[config.mk]
export PLATFORM = sky130hd
export DESIGN_NAME = rdl_lookahead_ctrl
export DESIGN_NICKNAME = d
export VERILOG_FILES = /design/src/rtl/rdl_pkg.sv /design/src/rtl/rdl_ring_step.sv /design/src/rtl/rdl_sat_ctr.sv /design/src/rtl/rdl_byte_ctr.sv /design/src/rtl/rdl_lookahead_ctrl.sv
export SDC_FILE = /design/constraint.sdc
export NUM_CORES = 1
export LEC_CHECK = 0
export BUFFER_PORTS_ARGS = -buffer_cell sky130_fd_sc_hd__buf_2
export CAP_MARGIN = 20
export CORE_UTILIZATION = 29
export CTS_BUF_LIST = sky130_fd_sc_hd__clkbuf_4 sky130_fd_sc_hd__clkbuf_8
export CTS_CLUSTER_SIZE = 14
export DETAILED_ROUTE_END_ITERATION = 10
export MAX_ROUTING_LAYER = met4
export PLACE_DENSITY_LB_ADDON = 0.12
export SLEW_MARGIN = 20
export SYNTH_ARGS = -nofsm -noshare
export SYNTH_HDL_FRONTEND = slang
export SYNTH_HIERARCHICAL = 1
export SYNTH_SLANG_ARGS = --single-unit
export TNS_END_PERCENT = 100
[constraint.sdc]
create_clock -name clk -period 3.8 [get_ports clk]
set_input_delay 0.76 -clock clk [delete_from_list [all_inputs] [get_ports clk]]
set_output_delay 0.76 -clock clk [all_outputs]
set_load 0.01 [all_outputs]
[src/rtl/rdl_pkg.sv]
package rdl_pkg;
  typedef enum logic [3:0] {
    ST_IDLE, ST_RPC, ST_RPN, ST_FPC, ST_NPC, ST_RX,
    ST_HAND, ST_LOOK, ST_EOFW, ST_ERRW, ST_DROP
  } rdl_state_e;

  localparam int WORD_W   = 20;
  localparam int OWN_BIT  = 19;
  localparam int EOP_BIT  = 18;
  localparam int BERR_BIT = 17;
  localparam int OFLO_BIT = 16;
  localparam int CNT_W    = 16;
endpackage

[src/rtl/rdl_ring_step.sv]
module rdl_ring_step #(
  parameter int IDX_W = 9,
  parameter int LOG_W = 4
) (
  input  logic [IDX_W-1:0] cur_idx,
  input  logic [LOG_W-1:0] ring_log,
  output logic [IDX_W-1:0] nxt_idx,
  output logic             ring_one
);
  logic [IDX_W-1:0] mask;

  always_comb begin
    mask     = ~({IDX_W{1'b1}} << ring_log);
    nxt_idx  = IDX_W'(cur_idx + 1'b1) & mask;
    ring_one = (ring_log == '0);
  end
endmodule

[src/rtl/rdl_sat_ctr.sv]
module rdl_sat_ctr #(
  parameter int W = 16
) (
  input  logic         clk,
  input  logic         rst_n,
  input  logic         inc,
  input  logic         clr,
  output logic [W-1:0] cnt
);
  localparam logic [W-1:0] MAX = {W{1'b1}};
  logic [W-1:0] cnt_q, cnt_n;
  logic         cnt_en;

  always_comb begin
    cnt_n = clr ? '0 : cnt_q;
    if (inc && cnt_n != MAX) cnt_n = cnt_n + 1'b1;
    cnt_en = inc | clr;
  end

  always_ff @(posedge clk or negedge rst_n) begin
    if (!rst_n)      cnt_q <= '0;
    else if (cnt_en) cnt_q <= cnt_n;
  end

  assign cnt = cnt_q;


  sat_hold_chk: assert property (@(posedge clk) disable iff (!rst_n)
    (cnt_q == MAX && !clr) |=> cnt_q == MAX);
endmodule

[src/rtl/rdl_byte_ctr.sv]
module rdl_byte_ctr #(
  parameter int BUF_BYTES = 64,
  parameter int TOT_W     = 16
) (
  input  logic             clk,
  input  logic             rst_n,
  input  logic             clr,
  input  logic             inc,
  input  logic             chain,
  output logic             buf_full,
  output logic [TOT_W-1:0] tot
);
  localparam int BW = $clog2(BUF_BYTES + 1);
  logic [BW-1:0]    buf_q, buf_n;
  logic [TOT_W-1:0] tot_q, tot_n;
  logic             cnt_en;

  always_comb begin
    buf_n  = buf_q;
    tot_n  = tot_q;
    cnt_en = clr | inc | chain;
    if (clr) begin
      buf_n = '0;
      tot_n = '0;
    end else if (chain) begin
      buf_n = BW'(1);
      tot_n = tot_q + 1'b1;
    end else if (inc) begin
      buf_n = buf_q + 1'b1;
      tot_n = tot_q + 1'b1;
    end
  end

  always_ff @(posedge clk or negedge rst_n) begin
    if (!rst_n) begin
      buf_q <= '0;
      tot_q <= '0;
    end else if (cnt_en) begin
      buf_q <= buf_n;
      tot_q <= tot_n;
    end
  end

  assign buf_full = (buf_q == BW'(BUF_BYTES));
  assign tot      = tot_q;


  buf_bound_chk: assert property (@(posedge clk) disable iff (!rst_n)
    buf_q <= BW'(BUF_BYTES));
endmodule

[src/rtl/rdl_lookahead_ctrl.sv]
module rdl_lookahead_ctrl
  import rdl_pkg::*;
#(
  parameter int MAX_LOG   = 9,
  parameter int BUF_BYTES = 64,
  parameter int MISS_W    = 16,
  localparam int IDX_W    = MAX_LOG,
  localparam int LOG_W    = $clog2(MAX_LOG + 1)
) (
  input  logic              clk,
  input  logic              rst_n,
  input  logic [LOG_W-1:0]  ring_log,
  input  logic              poll_tick,
  input  logic              frame_accept,
  input  logic              byte_valid,
  input  logic              frame_end,
  output logic              mem_req,
  output logic              mem_we,
  output logic              mem_own_only,
  output logic [IDX_W-1:0]  mem_idx,
  output logic [WORD_W-1:0] mem_wdata,
  input  logic              mem_gnt,
  input  logic              mem_rd_own,
  output logic              xfer_en,
  output logic              missed,
  input  logic              miss_rd,
  output logic [MISS_W-1:0] miss_cnt
);
  rdl_state_e       st_q, st_n;
  logic [IDX_W-1:0] cur_idx_q, cur_idx_n, nxt_idx;
  logic             cur_own_q, cur_own_n, nxt_own_q, nxt_own_n;
  logic             acc_q, acc_n, miss_q, miss_n;
  logic             ring_one, buf_full, cnt_clr, byte_inc, byte_chain;
  logic [CNT_W-1:0] tot;

  rdl_ring_step #(.IDX_W(IDX_W), .LOG_W(LOG_W)) u_step (
    .cur_idx(cur_idx_q), .ring_log(ring_log), .nxt_idx(nxt_idx), .ring_one(ring_one));

  rdl_byte_ctr #(.BUF_BYTES(BUF_BYTES), .TOT_W(CNT_W)) u_bytes (
    .clk(clk), .rst_n(rst_n), .clr(cnt_clr), .inc(byte_inc), .chain(byte_chain),
    .buf_full(buf_full), .tot(tot));

  rdl_sat_ctr #(.W(MISS_W)) u_miss (
    .clk(clk), .rst_n(rst_n), .inc(miss_n), .clr(miss_rd), .cnt(miss_cnt));

  always_comb begin
    st_n = st_q;  cur_idx_n = cur_idx_q;  cur_own_n = cur_own_q;  nxt_own_n = nxt_own_q;
    acc_n = acc_q | frame_accept;  miss_n = 1'b0;
    cnt_clr = 1'b0;  byte_inc = 1'b0;  byte_chain = 1'b0;
    mem_req = 1'b0;  mem_we = 1'b0;  mem_own_only = 1'b0;
    mem_idx = cur_idx_q;  mem_wdata = '0;  xfer_en = 1'b0;
    unique case (st_q)
      ST_IDLE: begin
        if (acc_q) begin
          acc_n   = frame_accept;
          cnt_clr = 1'b1;
          st_n    = cur_own_q ? (ring_one ? ST_RX : ST_NPC) : ST_FPC;
        end else if (poll_tick) begin
          if (!cur_own_q)                   st_n = ST_RPC;
          else if (!ring_one && !nxt_own_q) st_n = ST_RPN;
        end
      end
      ST_RPC: begin
        mem_req = 1'b1;
        if (mem_gnt) begin cur_own_n = mem_rd_own; st_n = ST_IDLE; end
      end
      ST_RPN: begin
        mem_req = 1'b1;  mem_idx = nxt_idx;
        if (mem_gnt) begin nxt_own_n = mem_rd_own; st_n = ST_IDLE; end
      end
      ST_FPC: begin
        mem_req = 1'b1;
        if (mem_gnt) begin
          if (mem_rd_own) begin
            cur_own_n = 1'b1;
            st_n      = ring_one ? ST_RX : ST_NPC;
          end else begin
            miss_n = 1'b1;
            st_n   = ST_DROP;
          end
        end
      end
      ST_NPC, ST_LOOK: begin
        mem_req = 1'b1;  mem_idx = nxt_idx;
        if (mem_gnt) begin nxt_own_n = mem_rd_own; st_n = ST_RX; end
      end
      ST_RX: begin
        xfer_en = 1'b1;
        if (frame_end) st_n = ST_EOFW;
        else if (byte_valid) begin
          if (!buf_full) byte_inc = 1'b1;
          else if (nxt_own_q && !ring_one) begin
            byte_chain = 1'b1;
            st_n       = ST_HAND;
          end else st_n = ST_ERRW;
        end
      end
      ST_HAND: begin
        mem_req = 1'b1;  mem_we = 1'b1;  mem_own_only = 1'b1;
        if (mem_gnt) begin
          cur_idx_n = nxt_idx;  cur_own_n = 1'b1;  nxt_own_n = 1'b0;
          st_n      = ST_LOOK;
        end
      end
      ST_EOFW: begin
        mem_req = 1'b1;  mem_we = 1'b1;
        mem_wdata[EOP_BIT]     = 1'b1;
        mem_wdata[CNT_W-1:0]   = tot;
        if (mem_gnt) begin
          cur_idx_n = nxt_idx;  cur_own_n = nxt_own_q & ~ring_one;  nxt_own_n = 1'b0;
          st_n      = ST_IDLE;
        end
      end
      ST_ERRW: begin
        mem_req = 1'b1;  mem_we = 1'b1;
        mem_wdata[BERR_BIT] = 1'b1;
        mem_wdata[OFLO_BIT] = 1'b1;
        if (mem_gnt) begin
          cur_idx_n = nxt_idx;  cur_own_n = 1'b0;  nxt_own_n = 1'b0;
          st_n      = ST_DROP;
        end
      end
      ST_DROP: if (frame_end) st_n = ST_IDLE;
      default: st_n = ST_IDLE;
    endcase
  end

  always_ff @(posedge clk or negedge rst_n) begin
    if (!rst_n) begin
      st_q      <= ST_IDLE;
      cur_idx_q <= '0;
      cur_own_q <= 1'b0;
      nxt_own_q <= 1'b0;
      acc_q     <= 1'b0;
      miss_q    <= 1'b0;
    end else begin
      st_q      <= st_n;
      cur_idx_q <= cur_idx_n;
      cur_own_q <= cur_own_n;
      nxt_own_q <= nxt_own_n;
      acc_q     <= acc_n;
      miss_q    <= miss_n;
    end
  end

  assign missed = miss_q;


  req_hold_chk: assert property (@(posedge clk) disable iff (!rst_n)
    (mem_req && !mem_gnt) |=> (mem_req && $stable(mem_idx) && $stable(mem_we)));

  miss_pulse_chk: assert property (@(posedge clk) disable iff (!rst_n)
    missed |=> !missed);

  idx_range_chk: assert property (@(posedge clk) disable iff (!rst_n)
    mem_req |-> ((mem_idx >> ring_log) == '0));

  ring_one_chk: assert property (@(posedge clk) disable iff (!rst_n)
    ring_one |-> !(st_q inside {ST_RPN, ST_NPC, ST_LOOK}));

  xfer_own_chk: assert property (@(posedge clk) disable iff (!rst_n)
    xfer_en |-> cur_own_q);

  poll_skip_chk: assert property (@(posedge clk) disable iff (!rst_n)
    (st_q == ST_IDLE && !acc_q && poll_tick && cur_own_q && (nxt_own_q || ring_one))
      |=> !mem_req);

  wr_release_chk: assert property (@(posedge clk) disable iff (!rst_n)
    (mem_req && mem_we) |-> !mem_wdata[OWN_BIT]);
endmodule

* Word-level counts from Yosys, hierarchy flattened
Index checks and enable logic that the tools add are counted.
** Storage, ports and cells
- Output and inout bits :: 50
- Bits in latches :: 0
- ROM bits :: 0
- Register bits :: 56
- Input port bits :: 13
- Memories :: 0
- Logic and storage cells :: 127
- Bits in writable memories :: 0
** Operators by class
- Reduce and logical (&&, ||, !) cells :: 20
- Div/mod/pow operators :: 0
- Shifts and indexed selects :: 1
- Equal/unequal tests :: 27
- $mul :: 0
- Mux-type cells :: 58
- Order comparisons :: 0
- Add/subtract/negate cells :: 4
- Bitwise gates (word level) :: 8
** Operator list (count)
- $mux W16 :: 6
- $mux W4 :: 16
- $add A16 B1 Y16 const B :: 2
- $pmux W4 S8 :: 1
- $mux W1 :: 28
- $mux W7 :: 3
- $eq A4 B3 Y1 const B :: 4
- $ne A16 B16 Y1 const B :: 1
- $ne A2 B2 Y1 const B :: 8
- $eq A4 B4 Y1 const B :: 3
- $reduce_and A10 Y1 :: 1
- $add A9 B1 Y9 const B :: 1
- $and A9 B9 Y9 :: 1
- $mux W9 :: 1
- $ne A3 B3 Y1 const B :: 3
- $not A9 Y9 :: 1
- $reduce_or A3 Y1 :: 3
- $shl A9 B4 Y9 const A :: 1
- $eq A4 B2 Y1 const B :: 2
- $logic_not A4 Y1 :: 2
- $reduce_or A8 Y1 :: 1
- $add A7 B1 Y7 const B :: 1
- $eq A7 B7 Y1 const B :: 1
- $reduce_and A7 Y1 :: 1
- other kinds (17) :: 26

* Longest topological paths before layout
Gate-level depths: netlist of run 1.
- Word-level depth :: 10
- Depth in mapped cells :: 10
- Mapped depth without buffers :: 9

* Hierarchy
Netlist of run 1, hierarchy kept.
** Modules (own cells, without submodules)
- rdl_lookahead_ctrl :: area each 1378.8 um^2, instances 1, sequential area each 425.4 um^2, cells each 146
- rdl_byte_ctr :: area each 1168.6 um^2, instances 1, sequential area each 575.6 um^2, cells each 120
- rdl_sat_ctr :: area each 924.6 um^2, instances 1, sequential area each 400.4 um^2, cells each 92
- rdl_ring_step :: area each 206.4 um^2, instances 1, sequential area each 0.0 um^2, cells each 35

* Worst setup path after synthesis of run 1
OpenSTA, ideal clock, no wires.
- Path type :: input-to-reg
- From :: input port mem_gnt
- To :: register u_miss.cnt_q[5] (netlist: u_miss/cnt[5])
- Stages on the path :: 8
- Setup slack :: 1.125 ns
- Buffers on the path :: 2
- Required time :: 3.675 ns
- Arrival time :: 2.550 ns
- Library setup time :: 0.125 ns
- Cells stage by stage :: clkbuf_1 > inv_1 > nor4_1 > and4_1 > buf_2 > nand3_1 > a21oi_2 > mux2_2
** On the way
- Word-level cells in the longest chain between the ends :: 4
- Elaborated cells on any way between the ends :: 5
- Those cells by class :: mux: 3; bitwise: 1; reduce/logical: 1
** RTL lines
- from (decl) :: RTL line rdl_lookahead_ctrl.sv:22 : input logic mem_gnt,
- $mux W1 (*) :: RTL line rdl_lookahead_ctrl.sv:73 : if (mem_gnt) begin
- $mux W1 (*) :: RTL line rdl_lookahead_ctrl.sv:52 : unique case (st_q)
- net miss_n :: RTL line rdl_lookahead_ctrl.sv:32 : logic acc_q, acc_n, miss_q, miss_n;
- $logic_and A1 B1 Y1 :: RTL line rdl_sat_ctr.sv:16 : if (inc && cnt_n != MAX) cnt_n = cnt_n + 1'b1;
- $mux W16 :: RTL line rdl_sat_ctr.sv:16
- to (signal assigned) :: RTL line rdl_sat_ctr.sv:22 : else if (cnt_en) cnt_q <= cnt_n;
- to (decl) :: RTL line rdl_sat_ctr.sv:11 : logic [W-1:0] cnt_q, cnt_n;
The timed path passes the listed nets; every way through them passes the cells marked *.
A chain may end at the register's enable or synchronous reset.

* Worst setup path after layout of run 1
- From :: register st_q[1]
- To :: output port mem_idx[1]
** On the way
- Word-level cells in the longest chain between the ends :: 3
- Elaborated cells on any way between the ends :: 5
- Those cells by class :: eq/ne: 3; mux: 1; reduce/logical: 1
** RTL lines
- from (decl) :: RTL line rdl_lookahead_ctrl.sv:29 : rdl_state_e st_q, st_n;
- from (signal assigned) :: RTL line rdl_lookahead_ctrl.sv:137 : st_q <= st_n;
- $eq A4 B3 Y1 / $eq A4 B2 Y1 (equally long branches) :: RTL line rdl_lookahead_ctrl.sv:52
- $reduce_or A3 Y1 (no source line) (*)
- $mux W9 (*) :: RTL line rdl_lookahead_ctrl.sv:52
- to (decl) :: RTL line rdl_lookahead_ctrl.sv:20 : output logic [IDX_W-1:0] mem_idx,
Every way passes the cells marked *; elsewhere a longest branch is shown, timed or not.

==> results_dict.tcl, run 1 <==
set metrics [dict create \
    status "finished, final reports clean" \
    dp_hpwl_mm 6.18 \
    synth-edff-count 0 \
    swShare_pct 39.9 \
    period_needed_ns 3.20 \
    startpoint "st_q[1]" \
    power_density_nw_per_um2 442 \
    whs_ns 0.427 \
    cts_setup_buffers 0 \
    antenna_found_initial 0 \
    ios 63 \
    place_ws_ns 0.628 \
    vias_per_cell 4.99 \
    cts.path.max_buffers 2 \
    synth_ff_type "dfrtp_1" \
    fill_cells 1321 \
    rows 40 \
    vias 3070 \
    avgRoutedWirePerCell_um 14.3 \
    ctsResizeCount 0 \
    r2r-start "st_q[1]" \
    drv_slew 0 \
    ys_ff_latch 56 \
    seq_area_frac_synth_pct 38.1 \
    syn_nets 412 \
    wl_met1_mm 4.32 \
    layout.nets 466 \
    gp_congestion 0.784 \
    cts_tree "done" \
    hp-class "in -> async" \
    fin_ws_ns 0.599 \
    core_area_um2 12200 \
    dieArea_um2 13100 \
    async_reset_ff_share_pct 100 \
    p_sw_uw 739 \
    cts_made_buffers 5 \
    start_util_pct 30.1 \
    p_int_mw 1.11 \
    fin_crit_sh_pct 84.2 \
    drc 0 \
    syn_inst 393 \
    cts_root_buf "clkbuf_8" \
    cap_violations 0 \
    drive_above_1_share_pct 23.0 \
    drtIter0Drc 83 \
    p_comb_share_pct 40.2 \
    tightest_slew_ns 0.746 \
    synth_warnings 6 \
    syn-cell-area_um2 3680 \
    grt_pass1_wl_mm 14.6 \
    die_h_um 115 \
    synth.distinct_cells 78 \
    criticalPathCategory "reg -> out" \
    routed.top_layer "met4" \
    avgSynthCellArea_um2 9.36 \
    cts_max_level 2 \
    postRouteAntennaNets 0 \
    diodes 0 \
    p_clk_share_pct 18.3 \
    grtUsageTotal_pct 14.3 \
    arrival_ns 2.44 \
    grt_pass1_vias 2904 \
    rsz0062_at_grt "no" \
    holdBufCountCts 0 \
    cp.required_ns 3.04 \
    clk_latency_ns 0.32 \
    fmax_mhz 312 \
    die_w_um 115 \
    p_leak_nw 1.97 \
    grt_overflow 0 \
    areaGrowthSynthToFinish_pct 14.0 \
    slew_headroom_pct 50.0 \
    met3_length_um 371 \
    crit_fanout 15 \
    portBuffers 61 \
    dr.pass1.iters 4 \
    endpoint_kind "output port" \
    setup_viol 0 \
    critPathLaunchType "register" \
    grt_max_degree 42 \
    cts_sinks 56 \
    path_clk_slew_ns 0.11 \
    wirelength_mm 8.78 \
    tns_ns 0 \
    wl_met2_mm 3.99 \
    skew_ns 0.00519 \
    final_hold_viol_count 0 \
    pwr-share-seq_pct 41.5 \
    ir_worst_vdd_uv 134 \
]
-- per-stage QoR --
| stage | instance area, um^2 | instances | utilization, % | total power, mW |
|---|---|---|---|---|
| 2_1_floorplan | 3680 | 393 | - | 1.34 |
| 3_3_place_gp | 4110 | 608 | 33.7 | 1.53 |
| 3_5_place_dp | 4110 | 608 | 33.7 | 1.53 |
| 4_1_cts | 4190 | 615 | 34.3 | 1.88 |
| 5_1_grt | 4190 | 615 | 34.3 | 1.99 |
| 6_report | 4190 | 615 | 34.3 | 1.85 |
-- placed cells by master (no fill, tap or decap), types with 3 or more instances in the layout --
| cell type | netlist | final |
|---|---|---|
| or3_1 | 6 | 6 |
| xnor2_1 | 9 | 9 |
| o21ai_0 | 15 | 15 |
| a21oi_1 | 21 | 21 |
| dfrtp_1 | 56 | 56 |
| nor3_1 | 10 | 10 |
| clkbuf_8 | 0 | 5 |
| nand2b_1 | 8 | 8 |
| mux2_2 | 4 | 4 |
| and2b_1 | 3 | 3 |
| nand4_1 | 11 | 11 |
| nor2b_1 | 4 | 4 |
| nand3_1 | 12 | 12 |
| mux2_1 | 19 | 19 |
| nor2_1 | 41 | 41 |
| and4_1 | 4 | 4 |
| ha_1 | 6 | 6 |
| and3_1 | 7 | 7 |
| buf_4 | 5 | 7 |
| inv_1 | 9 | 9 |
| nor4_1 | 5 | 5 |
| a211oi_1 | 3 | 3 |
| o31ai_1 | 3 | 3 |
| a31oi_1 | 4 | 4 |
| mux2_4 | 3 | 3 |
| xor2_1 | 14 | 14 |
| buf_2 | 4 | 60 |
| nand2_1 | 21 | 21 |
| and2_1 | 17 | 17 |
-- cell families (layout without fill, tap and decap cells) --
kind of cell    count (synthesis)  after routing  synth area share (%)
compound gates                 77             77                  14.6
xor+xnor                       23             23                  5.48
fa+ha+maj                       6              6                  2.04
buf+inv                        29             83                  4.42
flops                          56             56                  38.1
mux                            27             27                  8.54
other cells                     1              1                 0.102
simple gates                  174            174                  26.8
-- sequential cells by signal, summed over array words and instances, names as in the netlist --
signal,flops
acc_q,1
u_miss/cnt,16
u_bytes/buf_q,7
u_bytes/tot,16
cur_own_q,1
cur_idx_q,9
missed,1
st_q,4
nxt_own_q,1
-- cells in the mapped netlist, types with 2 or more instances --
master / count / area (um^2)
dfrtp_1: 56 / 1400
nor2_1: 41 / 154
a21oi_1: 21 / 105
nand2_1: 21 / 78.8
mux2_1: 19 / 214
and2_1: 17 / 106
o21ai_0: 15 / 75.1
xor2_1: 14 / 123
nand3_1: 12 / 60.1
nand4_1: 11 / 68.8
nor3_1: 10 / 50.1
inv_1: 9 / 33.8
xnor2_1: 9 / 78.8
nand2b_1: 8 / 50.1
and3_1: 7 / 43.8
clkbuf_1: 6 / 22.5
ha_1: 6 / 75.1
or3_1: 6 / 37.5
buf_4: 5 / 37.5
nor4_1: 5 / 31.3
a31oi_1: 4 / 25.0
and4_1: 4 / 35.0
buf_2: 4 / 20.0
buf_6: 4 / 45.0
mux2_2: 4 / 45.0
nor2b_1: 4 / 25.0
a211oi_1: 3 / 22.5
and2b_1: 3 / 22.5
mux2_4: 3 / 45.0
o31ai_1: 3 / 22.5
a221oi_1: 2 / 17.5
a311oi_1: 2 / 17.5
nand3b_1: 2 / 15.0
nor2_2: 2 / 12.5
o2111ai_1: 2 / 17.5
o21ai_1: 2 / 10.0
o21bai_1: 2 / 15.0
o22ai_1: 2 / 12.5
or2_1: 2 / 12.5
or2_2: 2 / 12.5
or4_1: 2 / 15.0
-- power by group through the flow --
stage | sequential (mW) | combinational, mW | clock, mW
floorplan | 0.716 | 0.623 | 0
global placement | 0.780 | 0.754 | 0
detailed placement | 0.778 | 0.756 | 0
CTS | 0.768 | 0.757 | 0.359
global route | 0.783 | 0.831 | 0.376
finish | 0.769 | 0.745 | 0.339
-- worst paths after layout --
kind | slack [ns] | depth (start not counted) | endpoint
worst min register to register | 0.55 | 1 | cur_idx_q[8]
max in group asynchronous | 2.72 | 2 | u_miss/cnt[4]
worst max register to register | 0.81 | 8 | u_bytes/tot[13]
worst max-delay path | 0.60 | 6 | mem_idx[1]
worst min-delay path | 0.43 | 1 | acc_q
min in group clk | 0.55 | 1 | cur_idx_q[8]
-- critical path: stages, from the launching register on --
cell and delay, ns:
dfrtp_1 0.69, nand2b_1 0.43, nand3_1 0.12, a21oi_1 0.16, buf_4 0.23, mux2_1 0.35, buf_2 0.14
-- final cells by class --
class / count / area, um^2 / share of cell area [%]
Sequential cell: 56 / 1400 / 33.4
Clock inverter: 2 / 12.5 / 0.298
Inverter: 9 / 33.8 / 0.805
Timing Repair Buffer: 67 / 353 / 8.41
Clock buffer: 5 / 68.8 / 1.64
Tap cell: 168 / 210 / 5.01
Multi-Input combinational cell: 308 / 2110 / 50.4
-- per-layer routing --
| layer | track usage, % | vias to the layer above |
|---|---|---|
| li1 | - | 1519 |
| met1 | 19.6 | 1472 |
| met2 | 21.5 | 72 |
| met3 | 2.44 | 7 |
| met4 | 4.50 | 0 |
| met5 | - | - |
Power figures use the tool's default switching activity.
==> run 2, diff against run 1 <==
--- a/config.mk
+++ b/config.mk
@@ -5,6 +5,7 @@
 export SDC_FILE = /design/constraint.sdc
 export NUM_CORES = 1
 export LEC_CHECK = 0
+export ABC_AREA = 1
 export BUFFER_PORTS_ARGS = -buffer_cell sky130_fd_sc_hd__buf_2
 export CAP_MARGIN = 20
 export CORE_UTILIZATION = 29
==> constraint.sdc (replaced) <==
create_clock -name clk -period 3.2 [get_ports clk]
set_input_delay 0.64 -clock clk [delete_from_list [all_inputs] [get_ports clk]]
set_output_delay 0.64 -clock clk [all_outputs]
set_load 0.01 [all_outputs]
==> run 2 against run 1 <==
  * Worst setup slack better by 0.031 ns
  * Via count is 33% higher
  * Total power is 39% higher
  * Flip-flop and latch count stayed put
  * Core utilization is 0.10 points lower
  * Wire length is 23% higher
  * Critical endpoint is now mem_idx[5]
  * Largest power group is now combinational logic
  * Highest routed layer unchanged
==> results_dict.tcl, run 2 <==
set metrics [dict create \
    status "finished, final reports clean" \
    synth_top_family_by_area "simple AND/OR/NAND/NOR gates" \
    fin_crit_sh_pct 80.3 \
    ctsResizeCount 0 \
    die_h_um 123 \
    avgRoutedWirePerCell_um 12.0 \
    dr.pass1.iters 6 \
    dieArea_um2 15200 \
    grt_pass1_vias 3789 \
    synth_fa_ha_area_share_pct 1.76 \
    tightest_slew_ns 0.692 \
    cts_made_buffers 5 \
    syn_inst 654 \
    synth-edff-count 0 \
    post-route-util_pct 34.2 \
    drc 0 \
    final_hold_viol_count 0 \
    wirelength_mm 10.8 \
    postRouteAntennaNets 0 \
    cts.path.max_buffers 2 \
    synthXorXnorAreaFrac_pct 1.23 \
    arrival_ns 1.93 \
    vias_per_cell 4.55 \
    synthMuxAreaShare_pct 0 \
    vias 4071 \
    crit_family "buffers and inverters" \
    die_w_um 123 \
    yosysTopAreaCellShare_pct 32.8 \
    r2r_slack_ns 0.90 \
    portBuffers 61 \
    period_needed_ns 2.57 \
    ios 63 \
    rsz0062_at_grt "no" \
    cts_max_level 2 \
    syn_nets 673 \
    power_density_nw_per_um2 534 \
    path_buf_inv 3 \
    ys_top_cells_by_count "nand2_1 (189), inv_1 (102), nor2_1 (93)" \
    grt_pass1_wl_mm 18.2 \
    slew_headroom_pct 53.9 \
    synth_area_leader_cell "dfrtp_1" \
    core_area_um2 14100 \
    p_leak_nw 2.43 \
    cts_root_buf "clkbuf_8" \
    critPathLaunchType "register" \
    areaGrowthSynthToFinish_pct 13.1 \
    cp.depth 8 \
    final_cell_mix "nand2_1 (189), inv_1 (102), nor2_1 (93)" \
    diodes 0 \
    hp-class "in -> async" \
    synth_warnings 6 \
    drtIter0Drc 278 \
    grtUsageTotal_pct 15.7 \
    synth_ff_type "dfrtp_1" \
    skew_ns 0.0114 \
    dp_hpwl_mm 8.16 \
    grt_max_degree 32 \
    cts_sinks 56 \
    fill_cells 1567 \
    crit_fanout 19 \
    avgSynthCellArea_um2 6.53 \
    endpoint_kind "output port" \
    drive_above_1_share_pct 19.2 \
    cts_tree "done" \
    reg2reg_depth 13 \
    cap_violations 0 \
    regArea_um2 1400 \
    grt_overflow 0 \
    gp_congestion 0.871 \
    async_reset_ff_share_pct 100 \
    clk_latency_ns 0.33 \
    r2r_end "u_bytes/tot[13]" \
    holdBufCountCts 0 \
    synth.distinct_cells 37 \
    synth_compound_area_share_pct 8.70 \
    antenna_found_initial 0 \
    cpPeakStageDelay_ns 0.48 \
    cpMaxStageDelayCell "dfrtp_1" \
    drv_slew 0 \
    synth_simple_gate_area_share_pct 42.8 \
    layout_commonest_cell "nand2_1" \
    path_clk_slew_ns 0.11 \
    path_cells "inv_2 -> nand2_2 -> nand3_1 -> nand2_1 -> inv_2 -> nand2_1 -> o21ai_1 -> buf_2" \
    cts_setup_buffers 0 \
    r2r-start "u_bytes/buf_q[0]" \
    multi_input_area_um2 2330 \
    start_util_pct 30.3 \
    ir_worst_vdd_uv 218 \
    setup_viol 0 \
    seq_area_frac_synth_pct 32.8 \
    synth_most_common_cell "nand2_1" \
    criticalPathCategory "reg -> out" \
    rows 43 \
    layout.nets 733 \
    tns_ns 0 \
    synth.area.top_cells "dfrtp_1 (33%), nand2_1 (17%), inv_1 (9.0%), nor2_1 (8.2%), nand3_1 (5.3%)" \
    fmax_mhz 389 \
    ys_ff_latch 56 \
    cp.required_ns 2.56 \
    syn-cell-area_um2 4270 \
]
[run 2: cell types whose count changed in the layout (fill, tap and decap cells not counted), sizes merged, moves of 10 or more]
cell,delta
and2,-18
inv,+102
mux2,-26
nand2,+186
nand3,+34
nor2,+74
o21ai,+22
xor2,-10
[run 2: layout make-up]
| cell class | count | area share [%] |
|---|---|---|
| Tap cell | 180 | 4.67 |
| Timing Repair Buffer | 65 | 7.21 |
| Clock buffer | 7 | 2.00 |
| Sequential cell | 56 | 29.0 |
| Multi-Input combinational cell | 474 | 48.2 |
| Inverter | 112 | 8.86 |
[run 2: per-layer routing]
metal,up-vias,GRT usage (%),wire length [um]
met4,0,3.61,98
met1,1823,20.9,5430
met3,8,3.27,526
met2,109,24.5,4710
li1,2131,-,-
met5,-,-,0
[run 2: where the power goes]
| part | internal (mW) | switching (mW) | leakage, nW |
|---|---|---|---|
| Clock | 0.194 | 0.251 | 0.0503 |
| Sequential | 0.802 | 0.122 | 0.763 |
| Combinational | 0.384 | 0.826 | 1.61 |
[run 2: worst max path at each step]
| stage | from | to | slack [ns] |
|---|---|---|---|
| after floorplan | ring_log[2] | u_bytes/tot[9] | 1.08 |
| after global placement | ring_log[2] | u_bytes/tot[9] | 0.71 |
| after detailed placement | ring_log[2] | u_bytes/tot[9] | 0.61 |
| after CTS | st_q[1] | mem_idx[5] | 0.63 |
| after global routing | st_q[3] | mem_wdata[5] | 0.44 |
| final | st_q[1] | mem_idx[5] | 0.63 |
[run 2: cells by family after synthesis]
group | count (synthesis)
buffers and inverters | 124
AOI/OAI and AO/OA | 65
adders and majority gates | 6
and+or+nand+nor | 396
other | 1
xor gates and xnor gates | 6
DFF | 56
[run 2: metrics by stage]
step	cell area (um^2)	std cells	total power, mW	hold slack, ns	setup slack, ns
after floorplan	4270	654	1.85	0.344	1.08
after global placement	4730	887	2.15	0.497	0.709
after detailed placement	4730	887	2.15	0.511	0.613
after CTS	4830	894	2.62	0.343	0.628
after global routing	4830	894	2.81	0.368	0.444
final	4830	894	2.58	0.344	0.630
